<file path="src/rtl/jobbox_pkg.sv">
package jobbox_pkg;

    localparam int BELL_W   = 32;
    localparam int REQ_SWR  = 16;
    localparam int REQ_SRD  = 17;
    localparam int REQ_DBG  = 18;
    localparam int REQ_KWR  = 19;
    localparam int REQ_KRD  = 20;

    localparam logic [BELL_W-1:0] HOST_SET_MASK = 32'h001F_0000;
    localparam logic [BELL_W-1:0] HOST_CLR_MASK = 32'h0000_00FF;

    localparam logic [31:0] CTL_PULL = 32'd1;
    localparam logic [31:0] CTL_PUSH = 32'd2;

    typedef enum logic [3:0] {
        ST_IDLE,
        ST_CTL,
        ST_LEN,
        ST_CHK,
        ST_WMOVE,
        ST_PADR,
        ST_PCAP,
        ST_RMOVE,
        ST_RLEN
    } seq_st_e;

endpackage

</file>
<file path="src/rtl/jobbox_bell.sv">
module jobbox_bell
    import jobbox_pkg::*;
(
    input  logic              clk,
    input  logic              rst_n,
    input  logic              set_en,
    input  logic [BELL_W-1:0] set_mask,
    input  logic              clr_en,
    input  logic [BELL_W-1:0] clr_mask,
    input  logic              accept,
    input  logic [7:0]        done_set,
    output logic [BELL_W-1:0] bell_q,
    output logic              req_valid,
    output logic              req_kern,
    output logic              req_rd
);

    logic [BELL_W-1:0] bell_d;
    logic [4:0]        pick;

    always_comb begin
        req_valid = 1'b1;
        req_kern  = 1'b0;
        req_rd    = 1'b0;
        if (bell_q[REQ_KWR]) begin
            req_kern = 1'b1;
        end else if (bell_q[REQ_KRD]) begin
            req_kern = 1'b1;
            req_rd   = 1'b1;
        end else if (bell_q[REQ_SWR]) begin
            req_kern = 1'b0;
        end else if (bell_q[REQ_SRD]) begin
            req_rd   = 1'b1;
        end else begin
            req_valid = 1'b0;
        end
        pick = req_kern ? (req_rd ? 5'(REQ_KRD) : 5'(REQ_KWR))
                        : (req_rd ? 5'(REQ_SRD) : 5'(REQ_SWR));

        bell_d = bell_q;
        if (accept) bell_d[pick] = 1'b0;
        if (set_en) bell_d = bell_d | (set_mask & HOST_SET_MASK);
        if (clr_en) bell_d = bell_d & ~(clr_mask & HOST_CLR_MASK);
        bell_d[7:0] = bell_d[7:0] | done_set;
    end

    always_ff @(posedge clk or negedge rst_n) begin
        if (!rst_n) bell_q <= '0;
        else        bell_q <= bell_d;
    end

    p_rst_zero_r1: assert property (@(posedge clk)
        !rst_n |=> (bell_q == '0));

    p_accept_pending_r3: assert property (@(posedge clk) disable iff (!rst_n)
        accept |-> req_valid);

    p_dbg_kept_r3: assert property (@(posedge clk) disable iff (!rst_n)
        bell_q[REQ_DBG] |=> bell_q[REQ_DBG]);

    p_ok_sticky_r10: assert property (@(posedge clk) disable iff (!rst_n)
        (bell_q[0] && !(clr_en && clr_mask[0])) |=> bell_q[0]);

    p_req_not_host_clr_r2: assert property (@(posedge clk) disable iff (!rst_n)
        (bell_q[REQ_SWR] && !accept) |=> bell_q[REQ_SWR]);

endmodule

</file>
<file path="src/rtl/jobbox_seq.sv">
module jobbox_seq
    import jobbox_pkg::*;
#(
    parameter int MEM_AW    = 16,
    parameter int LEN_W     = 16,
    parameter int MAX_BYTES = 'hFFF8
) (
    input  logic              clk,
    input  logic              rst_n,
    input  logic              req_valid,
    input  logic              req_kern,
    input  logic              req_rd,
    output logic              accept,
    output logic [7:0]        done_set,
    output logic [MEM_AW-1:0] mem_addr,
    output logic              mem_rd,
    output logic              mem_wr,
    output logic [31:0]       mem_wdata,
    input  logic [31:0]       mem_rdata,
    output logic              jo_valid,
    output logic              jo_kern,
    output logic              jo_last,
    output logic [31:0]       jo_data,
    output logic              src_kern,
    input  logic [LEN_W-1:0]  src_bytes,
    output logic              src_pop,
    input  logic [31:0]       src_data,
    output logic              hw_valid,
    output logic [31:0]       hw_addr,
    output logic [31:0]       hw_data
);

    localparam int AREA_AW = MEM_AW - 2;

    typedef struct packed {
        seq_st_e          st;
        logic             kern;
        logic             rd;
        logic             push;
        logic [31:0]      ctl;
        logic [LEN_W-1:0] words;
        logic [LEN_W-1:0] cnt;
        logic             pend;
        logic             last;
        logic [LEN_W-1:0] rlen;
        logic [31:0]      haddr;
    } seq_s;

    seq_s q, d;
    logic [MEM_AW-1:0] base;
    logic              finish;
    logic              fail;
    logic              len_bad;

    function automatic logic [LEN_W-1:0] to_words(input logic [LEN_W-1:0] b);
        logic [LEN_W:0] s;
        s = {1'b0, b} + (LEN_W+1)'(3);
        return LEN_W'(s >> 2);
    endfunction

    always_comb begin
        d         = q;
        accept    = 1'b0;
        done_set  = '0;
        mem_addr  = '0;
        mem_rd    = 1'b0;
        mem_wr    = 1'b0;
        mem_wdata = '0;
        src_pop   = 1'b0;
        hw_valid  = 1'b0;
        hw_addr   = '0;
        hw_data   = '0;
        finish    = 1'b0;
        fail      = 1'b0;
        base      = {q.kern, q.rd, AREA_AW'(0)};
        len_bad   = mem_rdata > 32'(MAX_BYTES);

        case (q.st)
            ST_IDLE: begin
                if (req_valid) begin
                    accept = 1'b1;
                    d.kern = req_kern;
                    d.rd   = req_rd;
                    d.st   = ST_CTL;
                end
            end
            ST_CTL: begin
                mem_rd   = 1'b1;
                mem_addr = base;
                d.st     = ST_LEN;
            end
            ST_LEN: begin
                mem_rd   = 1'b1;
                mem_addr = base + MEM_AW'(1);
                d.ctl    = mem_rdata;
                d.st     = ST_CHK;
            end
            ST_CHK: begin
                d.cnt  = '0;
                d.pend = 1'b0;
                d.last = 1'b0;
                d.push = (q.ctl == CTL_PUSH);
                if (!q.rd) begin
                    d.words = to_words(mem_rdata[LEN_W-1:0]);
                    if (q.ctl != CTL_PULL || len_bad) begin
                        finish = 1'b1;
                        fail   = 1'b1;
                    end else begin
                        d.st = ST_WMOVE;
                    end
                end else begin
                    d.words = to_words(src_bytes);
                    d.rlen  = src_bytes;
                    if ((q.ctl != CTL_PULL && q.ctl != CTL_PUSH) || len_bad ||
                        32'(src_bytes) > mem_rdata) begin
                        finish = 1'b1;
                        fail   = 1'b1;
                    end else begin
                        d.st = (q.ctl == CTL_PUSH) ? ST_PADR : ST_RMOVE;
                    end
                end
            end
            ST_WMOVE: begin
                if (q.cnt < q.words) begin
                    mem_rd   = 1'b1;
                    mem_addr = base + MEM_AW'(2) + MEM_AW'(q.cnt);
                    d.cnt    = q.cnt + LEN_W'(1);
                    d.pend   = 1'b1;
                    d.last   = (q.cnt + LEN_W'(1)) == q.words;
                end else begin
                    d.pend = 1'b0;
                    if (!q.pend) finish = 1'b1;
                end
            end
            ST_PADR: begin
                mem_rd   = 1'b1;
                mem_addr = base + MEM_AW'(2);
                d.st     = ST_PCAP;
            end
            ST_PCAP: begin
                d.haddr = mem_rdata;
                d.st    = ST_RMOVE;
            end
            ST_RMOVE: begin
                if (q.cnt < q.words) begin
                    src_pop = 1'b1;
                    if (q.push) begin
                        hw_valid = 1'b1;
                        hw_addr  = q.haddr + 32'd8 + (32'(q.cnt) << 2);
                        hw_data  = src_data;
                    end else begin
                        mem_wr    = 1'b1;
                        mem_addr  = base + MEM_AW'(2) + MEM_AW'(q.cnt);
                        mem_wdata = src_data;
                    end
                    d.cnt = q.cnt + LEN_W'(1);
                end else begin
                    d.st = ST_RLEN;
                end
            end
            ST_RLEN: begin
                if (q.push) begin
                    hw_valid = 1'b1;
                    hw_addr  = q.haddr + 32'd4;
                    hw_data  = 32'(q.rlen);
                end else begin
                    mem_wr    = 1'b1;
                    mem_addr  = base + MEM_AW'(1);
                    mem_wdata = 32'(q.rlen);
                end
                finish = 1'b1;
            end
            default: d.st = ST_IDLE;
        endcase

        if (finish) begin
            done_set = 8'(1) << {q.kern, q.rd, fail};
            d.st     = ST_IDLE;
            d.pend   = 1'b0;
        end
    end

    always_ff @(posedge clk or negedge rst_n) begin
        if (!rst_n) q <= '0;
        else        q <= d;
    end

    assign jo_valid = q.pend;
    assign jo_last  = q.pend & q.last;
    assign jo_kern  = q.kern;
    assign jo_data  = mem_rdata;
    assign src_kern = q.kern;

    p_one_result_r10: assert property (@(posedge clk) disable iff (!rst_n)
        $onehot0(done_set));

    p_ram_excl_r4: assert property (@(posedge clk) disable iff (!rst_n)
        !(mem_rd && mem_wr));

    p_stream_alone_r5: assert property (@(posedge clk) disable iff (!rst_n)
        jo_valid |-> (!src_pop && !hw_valid));

    p_pop_has_dest_r7: assert property (@(posedge clk) disable iff (!rst_n)
        src_pop |-> (mem_wr || hw_valid));

    p_push_no_ram_r8: assert property (@(posedge clk) disable iff (!rst_n)
        hw_valid |-> !mem_wr);

endmodule

</file>
<file path="src/rtl/jobbox_ctrl.sv">
module jobbox_ctrl
    import jobbox_pkg::*;
#(
    parameter int MEM_AW    = 16,
    parameter int LEN_W     = 16,
    parameter int MAX_BYTES = 'hFFF8
) (
    input  logic              clk,
    input  logic              rst_n,
    input  logic              bell_set_en,
    input  logic [31:0]       bell_set_mask,
    input  logic              bell_clr_en,
    input  logic [31:0]       bell_clr_mask,
    output logic [31:0]       bell_q,
    output logic [MEM_AW-1:0] mem_addr,
    output logic              mem_rd,
    output logic              mem_wr,
    output logic [31:0]       mem_wdata,
    input  logic [31:0]       mem_rdata,
    output logic              jo_valid,
    output logic              jo_kern,
    output logic              jo_last,
    output logic [31:0]       jo_data,
    output logic              src_kern,
    input  logic [LEN_W-1:0]  src_bytes,
    output logic              src_pop,
    input  logic [31:0]       src_data,
    output logic              hw_valid,
    output logic [31:0]       hw_addr,
    output logic [31:0]       hw_data
);

    logic       req_valid;
    logic       req_kern;
    logic       req_rd;
    logic       accept;
    logic [7:0] done_set;

    jobbox_bell u_bell (
        .clk       (clk),
        .rst_n     (rst_n),
        .set_en    (bell_set_en),
        .set_mask  (bell_set_mask),
        .clr_en    (bell_clr_en),
        .clr_mask  (bell_clr_mask),
        .accept    (accept),
        .done_set  (done_set),
        .bell_q    (bell_q),
        .req_valid (req_valid),
        .req_kern  (req_kern),
        .req_rd    (req_rd)
    );

    jobbox_seq #(
        .MEM_AW    (MEM_AW),
        .LEN_W     (LEN_W),
        .MAX_BYTES (MAX_BYTES)
    ) u_seq (
        .clk       (clk),
        .rst_n     (rst_n),
        .req_valid (req_valid),
        .req_kern  (req_kern),
        .req_rd    (req_rd),
        .accept    (accept),
        .done_set  (done_set),
        .mem_addr  (mem_addr),
        .mem_rd    (mem_rd),
        .mem_wr    (mem_wr),
        .mem_wdata (mem_wdata),
        .mem_rdata (mem_rdata),
        .jo_valid  (jo_valid),
        .jo_kern   (jo_kern),
        .jo_last   (jo_last),
        .jo_data   (jo_data),
        .src_kern  (src_kern),
        .src_bytes (src_bytes),
        .src_pop   (src_pop),
        .src_data  (src_data),
        .hw_valid  (hw_valid),
        .hw_addr   (hw_addr),
        .hw_data   (hw_data)
    );

endmodule

</file>
<file path="config.mk">
export PLATFORM = sky130hd
export DESIGN_NAME = jobbox_ctrl
export DESIGN_NICKNAME = d
export VERILOG_FILES = /design/src/rtl/jobbox_pkg.sv /design/src/rtl/jobbox_bell.sv /design/src/rtl/jobbox_seq.sv /design/src/rtl/jobbox_ctrl.sv
export SDC_FILE = /design/constraint.sdc
export NUM_CORES = 1
export LEC_CHECK = 0
export ABC_CLOCK_PERIOD_IN_PS = 8600
export BUFFER_PORTS_ARGS = -buffer_cell sky130_fd_sc_hd__buf_4
export CORE_MARGIN = 2
export CORE_UTILIZATION = 35
export DETAILED_ROUTE_END_ITERATION = 8
export HOLD_SLACK_MARGIN = 0.02
export PLACE_DENSITY = 0.56
export SKIP_LAST_GASP = 1
export SYNTH_ARGS = -nofsm -noshare
export SYNTH_HDL_FRONTEND = slang
export SYNTH_SLANG_ARGS = --single-unit
</file>
<file path="constraint.sdc">
create_clock -name clk -period 8.6 [get_ports clk]
set_input_delay 1.72 -clock clk [delete_from_list [all_inputs] [get_ports clk]]
set_output_delay 1.72 -clock clk [all_outputs]
set_load 0.05 [all_outputs]
</file>
* Yosys cells after proc, flatten, opt, wreduce, memory -nomap -nowiden
Index checks and enable logic that the tools add are counted.
** Operators by class
- Muxes and demuxes :: 67
- Reductions and logical operators :: 17
- Bitwise logic cells :: 7
- Add/sub/neg operators :: 9
- Equal/unequal tests :: 19
- Magnitude comparators :: 5
- Shifts and indexed selects :: 1
** Operator list (number)
- 32-bit two-way mux :: 10
- 32-bit one-hot mux with 2 select lines :: 3
- 16-bit two-way mux :: 7
- 16-bit one-hot mux with 6 select lines :: 1
- 32-bit AND :: 2
- 16-bit by 2-bit adder with 17-bit output (second input constant) :: 2
- 16-bit by 1-bit adder with 16-bit output (second input constant) :: 2
- 32-bit by 18-bit adder with 32-bit output :: 1
- 32-bit by 3-bit adder with 32-bit output (second input constant) :: 1
- 32-bit by 4-bit adder with 32-bit output (second input constant) :: 1
- 32-bit by 2-bit == test with 1-bit output (second input constant) :: 1
- 16-bit by 32-bit greater-than comparator with 1-bit output :: 1
- 32-bit by 16-bit greater-than comparator with 1-bit output (second input constant) :: 1
- 32-bit by 1-bit inequality test with 1-bit output (second input constant) :: 1
- 32-bit by 2-bit inequality test with 1-bit output (second input constant) :: 1
- 32-bit NOT :: 1
- 8-bit NOT with 32-bit output :: 1
- 32-bit by 21-bit OR with 32-bit output :: 1
- 16-bit one-hot mux with 2 select lines :: 1
- 4-bit one-hot mux with 8 select lines :: 1
- 1-bit two-way mux :: 27
- 4-bit two-way mux :: 5
- 16-bit adder :: 1
- 16-bit by 2-bit adder with 16-bit output (second input constant) :: 1
- other kinds (34) :: 51
** Storage, ports and cells
- Register bits :: 153
- Output and inout port bits :: 184

* Depth between registers and ports, before layout
Gate-level depths: netlist (run 1).
- Depth in word-level cells :: 18
- Depth in mapped cells :: 12
- Gate-level depth less buffers :: 12

* Modules after synthesis
From an unflattened synthesis (run 1), not the netlist that was laid out.
** Unflattened totals
- Cell total of the unflattened synthesis :: 1203
- Area total of the unflattened synthesis :: 10587.7 um^2
** By module, submodules not included
- jobbox_seq :: cells an instance 1128, seq. area each 3002.9 um^2, area an instance 9790.6 um^2, instances 1
- jobbox_bell :: cells an instance 75, seq. area each 400.4 um^2, area an instance 797.0 um^2, instances 1

* Worst setup path after synthesis (run 1)
No wires, ideal clock.
- Path type :: reg2out
- From :: register u_seq.q[51] (netlist name)
- To :: output hw_addr[31]
- Arrival :: 3.948 ns
- Buffers on the path :: 0
- Cell stages (with the launch flop) :: 13
- Slack :: 2.932 ns
- Path through :: dfrtp_1 > inv_1 > ha_1 > inv_1 > ha_1 > fa_1 > a21oi_1 > o21ai_1 > o31ai_1 > a211oi_1 > nor2_1 > a2bb2oi_1 > o41ai_1
** On the way
- Longest elaborated chain between the ends :: 4
- Elaborated cells between the ends (all ways) :: 5
- Those cells by class :: 1 x add/sub; 1 x order compare; 3 x mux
** RTL lines
- from (decl) :: RTL line jobbox_seq.sv:49 : seq_s q, d;
- from (signal assigned) :: RTL line jobbox_seq.sv:184 : if (!rst_n) q <= '0;
- from (signal assigned) :: RTL line jobbox_seq.sv:185 : else q <= d;
- 32-bit by 18-bit adder with 32-bit output :: RTL line jobbox_seq.sv:149 : hw_addr = q.haddr + 32'd8 + (32'(q.cnt) << 2);
- 32-bit two-way mux :: RTL line jobbox_seq.sv:147 : if (q.push) begin
- 32-bit two-way mux (*) :: RTL line jobbox_seq.sv:145 : if (q.cnt < q.words) begin
- 32-bit one-hot mux with 2 select lines (*) :: RTL line jobbox_seq.sv:78 : case (q.st)
- to (decl) :: RTL line jobbox_ctrl.sv:29 : output logic [31:0] hw_addr,
Every way passes the cells marked *; elsewhere a longest branch is shown, timed or not.

* Final worst setup path (run 1)
- From :: register u_seq.q[51] (netlist name)
- To :: output hw_addr[29]
Same word-level chain as after synthesis.

==> metrics.md, run 1 <==
| Metric | Value |
|---|---|
| Power consumption | `2.951 mW` |
| CTS tree | `done` |
| Hold WS | `0.4602 ns` |
| Syn Std Cell Area | `0.01061 mm2` |
| Worst hold path type | `flop to flop` |
| Final worst setup slack | `2.422 ns` |
| Worst Setup SP | `u_seq.q[51]$_DFFE_PN0P_` |
| Worst-path clk slew | `0.06 ns` |
| Number of flops mapped to enable cells by yosys | `0` |
| Dpl cell area | `0.01266 mm2` |
| Sequential cell area fraction in the yosys report | `0.3207` |
| Largest net degree at the start of global routing | `78` |
| Final HPWL DP | `27100 um` |
| Residual DRC | `0` |
| Cells after Synth | `1235` |
| CP startpoint kind | `flop` |
| Tmin final | `6.178 ns` |
| Core area | `0.02972 mm2` |
| Share of layout cells above drive strength 1 | `0.2690` |
| Actual slew at the worst max-slew pin | `1.253 ns` |
| Postcts setup bufs | `0` |
| Critical R2R Capture | `u_seq.q[51]$_DFFE_PN0P_` |
| Final TNS setup | `0 ns` |
| Synth unique cells | `71` |
| R2r setup slk | `4.86 ns` |
| Synthesized area per cell | `8.592 um2` |
| Initial antenna violation count | `0` |
| Number of gates resized after CTS | `0` |
| Worst setup path endpoint | `hw_addr[29]` |
| Finished Core Util | `0.4463` |
| WS Path Type | `flop to output pin` |
| Post-layout instance area | `0.01326 mm2` |
| Die H | `178.1 um` |
| Async SR Flop Fraction | `1.000` |
| Critical Path End Type | `output pin` |
| All-Layer GR Usage | `0.2214` |
| Max-Cap Viols | `0` |
| PwrDens | `222.5 mW/mm2` |
| Max IR drop VDD | `121.0 uV` |
| WP data arrival | `4.46 ns` |
| Post-route ant nets | `0` |
| Iteration-0 DRC Markers | `727` |
| Non-Filler Instances | `1840` |
| Gp weighted congestion | `0.8479` |
| Clk root buf | `clkbuf_16` |
| CTS Sinks | `136` |
| Share of the cycle needed by the critical path after routing | `0.7183` |
| Row cnt | `63` |
| Die X | `178.1 um` |
| Slew Viols, Final | `0` |
| Final nets | `1657` |
| CTS H-tree depth | `4` |
| Max clock buf depth | `2` |
| FF+latch count, synth | `136` |
| Status | `complete, no violations` |
| CTS buffer count | `17` |
| Number of antenna cells inserted | `0` |
| Most frequent cells in the layout | `276 x buf_4, 150 x nand2_1, 136 x dfrtp_1` |
| Pre-antenna DRT Iters | `5` |
| Cell leakage power | `6.346 nW` |
| RSZ-0062 raised after global routing | `no` |
| Pre-CTS WS | `2.972 ns` |
| # IOs | `332` |
| Final setup vio count | `0` |
| Vias | `10130` |
| First-pass GRT wire length | `54680 um` |
| Buffers on Ports | `264` |
| Vias in the first global route | `9706` |
| Highest clock rate | `0.1619 GHz` |
| Die area | `0.03173 mm2` |
| Cell count after placement | `1808` |
| Post-DR vias/cell | `5.505` |
| Worst skew pair latency | `0.44 ns` |
| Synth-to-Final Area Change | `24.97%` |
| Final hold violation count | `0` |
| Initial Util | `0.3571` |
| CTS Hold Bufs | `0` |
| WL/cell | `19.19 um` |
| Routed wire length | `35300 um` |
| Clock Skew | `0.01221 ns` |
| Max-slew headroom | `0.1614` |
| Synth Flop Type | `dfrtp_1` |
| Global route overflow | `0` |
| FF-to-FF Start | `u_seq.q[50]$_DFFE_PN0P_` |
| Register-to-Register Path Depth | `8` |
| CP max FO | `8` |
| Worst Path Required | `6.88 ns` |
| Most common cell after layout, fill and taps aside | `buf_4` |
| Yosys warns | `0` |
## synth_stat cells, drive strengths merged (5+ instances only)
| cell type | instances | area (um2) |
|---|---|---|
| a21o | 18 | 135.1 |
| nor3 | 27 | 135.1 |
| nor2 | 69 | 259.0 |
| a31o | 5 | 43.79 |
| and2 | 24 | 150.1 |
| o31a | 5 | 43.79 |
| xor2 | 35 | 306.5 |
| xnor2 | 34 | 297.8 |
| a21boi | 6 | 45.05 |
| buf | 59 | 414.2 |
| nand2 | 150 | 563.0 |
| clkbuf | 50 | 187.7 |
| nand4 | 25 | 156.4 |
| a22o | 40 | 350.3 |
| mux2 | 63 | 709.4 |
| a21oi | 60 | 304.0 |
| o22ai | 14 | 87.58 |
| or3 | 6 | 37.54 |
| ha | 71 | 888.4 |
| and3 | 28 | 175.2 |
| o31ai | 9 | 67.56 |
| a31oi | 27 | 175.2 |
| nor4 | 22 | 137.6 |
| o21ai | 67 | 335.3 |
| dfrtp | 136 | 3403 |
| mux2i | 11 | 110.1 |
| o21a | 6 | 45.04 |
| inv | 49 | 183.9 |
| nand3 | 43 | 215.2 |
| nand2b | 10 | 62.56 |
## cell families after synthesis
logic type	after synthesis	share of synthesized area
fa+ha+maj	72	0.08560
buf+inv	159	0.07440
other cells	1	0.0003534
mux	74	0.07723
compound gates	300	0.1900
xor+xnor	69	0.05695
flops	136	0.3207
simple gates	424	0.1948
## worst min path at each step
stage / from / endpoint / slack [ns] / cells past startpoint
finish: u_bell.bell_q[18]$_DFF_PN0_ / u_bell.bell_q[18]$_DFF_PN0_ / 0.46 / 1
global route: u_bell.bell_q[18]$_DFF_PN0_ / u_bell.bell_q[18]$_DFF_PN0_ / 0.48 / 1
CTS: u_bell.bell_q[18]$_DFF_PN0_ / u_bell.bell_q[18]$_DFF_PN0_ / 0.46 / 1
detailed placement: u_bell.bell_q[18]$_DFF_PN0_ / u_bell.bell_q[18]$_DFF_PN0_ / 0.45 / 1
global placement: u_bell.bell_q[18]$_DFF_PN0_ / u_bell.bell_q[18]$_DFF_PN0_ / 0.44 / 1
floorplan: u_seq.q[48]$_DFFE_PN0P_ / u_seq.q[48]$_DFFE_PN0P_ / 0.44 / 2
## sequential cells by signal, indices dropped and copies added (netlist names)
register        count
u_seq.jo_valid      1
u_bell.bell_q      16
u_seq.jo_kern       1
u_seq.q           117
u_seq.base          1
## power breakdown
part | switching, mW | internal [mW]
sequential | 0.209 | 0.847
combinational | 0.689 | 0.457
clock | 0.333 | 0.416
## per-layer routing
layer  track usage  routed length, um  share of wire  up-vias
met2        0.3682              16730           0.47      358
met5             0                  0              0        -
met1        0.3012              16100           0.46     4899
met4       0.05533                448          0.013        0
met3       0.03346               2023          0.057       30
li1              -                  -              -     4843
## final cells by class
class | instances | area, um2
Clock buffer | 17 | 425.4
Clock inverter | 15 | 175.2
Fill cell | 2988 | 16460
Inverter | 50 | 187.7
Multi-Input combinational cell | 955 | 6499
Sequential cell | 136 | 3403
Tap cell | 390 | 488.0
Timing Repair Buffer | 277 | 2083
## worst max-delay path, cell delays in order, from the launching register on
cell and delay, ns:
dfrtp_1 0.60, inv_1 0.13, ha_1 0.29, inv_1 0.04, ha_1 0.23, fa_1 0.41
a21oi_1 0.19, o21ai_1 0.12, o31ai_1 0.50, a211oi_1 0.29, nor2_1 0.22, a2bb2oi_1 0.54
o21ai_0 0.22, buf_4 0.23
Note: power is estimated with default switching activity, not from simulation.
==> inputs of run 2 (changes only) <==
ABC_CLOCK_PERIOD_IN_PS = 5350   (was 8600)
PLACE_DENSITY = 0.59   (was 0.56)
clock period = 5.35 ns   (was 8.6 ns; I/O delays follow)
==> run 2 against run 1 <==
  * Clock skew fell by 0.0032 ns
  * Sequential power up 61%
  * Sequential share of layout area down 0.18 points
  * Global-route usage down 0.61 points
  * Count of clock-buffer cells in the layout rose by 2
  * Via count about the same
  * Total power increased by 61%
  * Sequential cell count is the same
  * Hold slack barely moved
  * Routed wire length down 2.1%
  * Critical endpoint is now hw_addr[31]
==> metrics.md, run 2 (synthesis results as in run 1) <==
| Metric | Value |
|---|---|
| CTS Hold Bufs | `0 (unchanged)` |
| Residual DRC | `0 (unchanged)` |
| Critical R2R Capture | `u_seq.q[51]$_DFFE_PN0P_ (unchanged)` |
| Status | `complete, no violations (unchanged)` |
| Slew Viols, Final | `0 (unchanged)` |
| WP data arrival | `3.91 ns (was 4.46 ns)` |
| HP Start | `u_bell.bell_q[18]$_DFF_PN0_ (unchanged)` |
| Tmin final | `4.985 ns` |
| All-Layer GR Usage | `0.2153 (was 0.2214)` |
| R2r setup slk | `1.95 ns (was 4.86 ns)` |
| Initial antenna violation count | `0 (unchanged)` |
| Dpl cell area | `0.01274 mm2 (was 0.01266 mm2)` |
| PwrDens | `356.3 mW/mm2 (was 222.5 mW/mm2)` |
| Worst-path clk slew | `0.06 ns (about the same)` |
| CP startpoint kind | `flop (unchanged)` |
| Clk root buf | `clkbuf_16 (unchanged)` |
| Die X | `178.1 um (unchanged)` |
| Gp weighted congestion | `0.8548 (was 0.8479)` |
| Largest net degree at the start of global routing | `97 (was 78)` |
| Final setup vio count | `0 (unchanged)` |
| Hold depth | `1 (unchanged)` |
| Final TNS setup | `0 ns (unchanged)` |
| Non-Filler Instances | `1850 (was 1840)` |
| Pre-CTS WS | `0.5400 ns (was 2.972 ns)` |
| Iteration-0 DRC Markers | `814 (was 727)` |
| CTS buffer count | `17 (unchanged)` |
| Max-slew headroom | `0.1126 (was 0.1614)` |
| # IOs | `332 (unchanged)` |
| Max-Cap Viols | `0 (unchanged)` |
| Cell leakage power | `6.400 nW (was 6.346 nW)` |
| Final nets | `1667 (was 1657)` |
| Final hold violation count | `0 (unchanged)` |
| Hold worst-path end | `u_bell.bell_q[18]$_DFF_PN0_ (unchanged)` |
| Most frequent cells in the layout | `286 x buf_4, 150 x nand2_1, 136 x dfrtp_1 (was 276 x buf_4, 150 x nand2_1, 136 x dfrtp_1)` |
| Pre-antenna DRT Iters | `5 (unchanged)` |
| Die H | `178.1 um (unchanged)` |
| Max reg flops | `117 (unchanged)` |
| WS Path Type | `flop to output pin (unchanged)` |
| First-pass GRT wire length | `53010 um (was 54680 um)` |
| Post-layout instance area | `0.01336 mm2 (was 0.01326 mm2)` |
| Cell count after placement | `1818 (was 1808)` |
| Worst hold path type | `flop to flop (unchanged)` |
| Number of gates resized after CTS | `0 (unchanged)` |
| Worst skew pair latency | `0.43 ns (was 0.44 ns)` |
| Max IR drop VDD | `194.2 uV (was 121.0 uV)` |
| Top flop regs | `u_seq.q: 117 flops, u_bell.bell_q: 16 flops (unchanged)` |
| Buffers on Ports | `264 (unchanged)` |
| FF-to-FF Start | `u_seq.q[50]$_DFFE_PN0P_ (unchanged)` |
| Core area | `0.02972 mm2 (unchanged)` |
| Postcts setup bufs | `0 (unchanged)` |
| Initial Util | `0.3571 (unchanged)` |
| Global route overflow | `0 (unchanged)` |
| CTS tree | `done (unchanged)` |
| Vias in the first global route | `9539 (was 9706)` |
| Row cnt | `63 (unchanged)` |
| Post-route ant nets | `0 (unchanged)` |
| Final HPWL DP | `26690 um (was 27100 um)` |
| Worst Path Required | `4.28 ns (was 6.88 ns)` |
| Vias | `10130 (about the same)` |
| Highest clock rate | `0.2006 GHz` |
| Filler cell count | `2888 (was 2988)` |
| Die area | `0.03173 mm2 (unchanged)` |
| Register-to-Register Path Depth | `9 (was 8)` |
| WL/cell | `18.69 um (was 19.19 um)` |
| Most common cell after layout, fill and taps aside | `buf_4 (unchanged)` |
| Number of antenna cells inserted | `0 (unchanged)` |
| Clock Skew | `0.008973 ns (was 0.01221 ns)` |
| Share of the cycle needed by the critical path after routing | `0.9317` |
| Post-DR vias/cell | `5.474 (was 5.505)` |
| Synth-to-Final Area Change | `25.87% (was 24.97%)` |
| CTS Sinks | `136 (unchanged)` |
| Share of layout cells above drive strength 1 | `0.2760 (was 0.2690)` |
| Final worst setup slack | `0.3654 ns (was 2.422 ns)` |
| Routed wire length | `34570 um (was 35300 um)` |
| CTS H-tree depth | `4 (unchanged)` |
| CP max FO | `11 (was 8)` |
| Max clock buf depth | `2 (unchanged)` |
| Most flops, register | `u_seq.q (unchanged)` |
| Critical Path End Type | `output pin (unchanged)` |
| Actual slew at the worst max-slew pin | `1.331 ns (was 1.253 ns)` |
| Finished Core Util | `0.4495 (was 0.4463)` |
run 2: final cells by class:
cell class	count	area, um2	area share
Sequential cell	136	3403	0.2548
Clock buffer	19	442.9	0.03316
Multi-Input combinational cell	955	6516	0.4879
Tap cell	390	488.0	0.03653
Clock inverter	13	160.2	0.01199
Timing Repair Buffer	287	2158	0.1616
Inverter	50	187.7	0.01405
run 2: worst max path at each step:
stage	start	endpoint	slack [ns]	cells past startpoint
after detailed placement	u_seq.q[3]$_DFFE_PN0P_	hw_addr[29]	0.54	13
final	u_seq.q[57]$_DFFE_PN0P_	hw_addr[31]	0.37	10
after global routing	u_seq.q[57]$_DFFE_PN0P_	hw_addr[31]	-0.006	10
after global placement	u_seq.q[3]$_DFFE_PN0P_	hw_addr[29]	0.56	13
after CTS	u_seq.q[3]$_DFFE_PN0P_	hw_addr[29]	0.07	13
after floorplan	u_seq.q[51]$_DFFE_PN0P_	hw_addr[31]	0.33	12
run 2: per-layer routing:
metal / vias to the layer above / global-route usage / share of wire / routed length [um]
met5: - / 0 / 0 / 0
met1: 4843 / 0.2913 / 0.45 / 15530
met4: 0 / 0.06557 / 0.021 / 734
met2: 393 / 0.3488 / 0.46 / 16040
li1: 4849 / - / - / -
met3: 42 / 0.03986 / 0.066 / 2269
run 2: metrics by stage:
stage | hold WS [ns] | power [mW]
6_report | 0.4602 | 4.759
2_1_floorplan | 0.4424 | 2.981
3_5_place_dp | 0.4498 | 3.541
3_3_place_gp | 0.4402 | 3.500
5_1_grt | 0.5039 | 5.055
4_1_cts | 0.4635 | 4.770
run 2: critical path, stage by stage (launching register included):
cell,delay [ns]
dfrtp_1,0.61
ha_1,0.33
ha_1,0.40
nand4_1,0.16
nor2_1,0.16
o31ai_2,0.12
a211oi_1,0.55
nor2_1,0.17
a2bb2oi_2,0.21
o41ai_1,0.49
buf_4,0.28
run 2: power breakdown:
part           total, mW  internal, mW  leakage (nW)  switching [mW]
Clock               1.22         0.717         0.299           0.507
Combinational       1.83         0.735          4.38            1.09
Sequential          1.71          1.36          1.72           0.347
Total               4.76          2.81          6.40            1.95
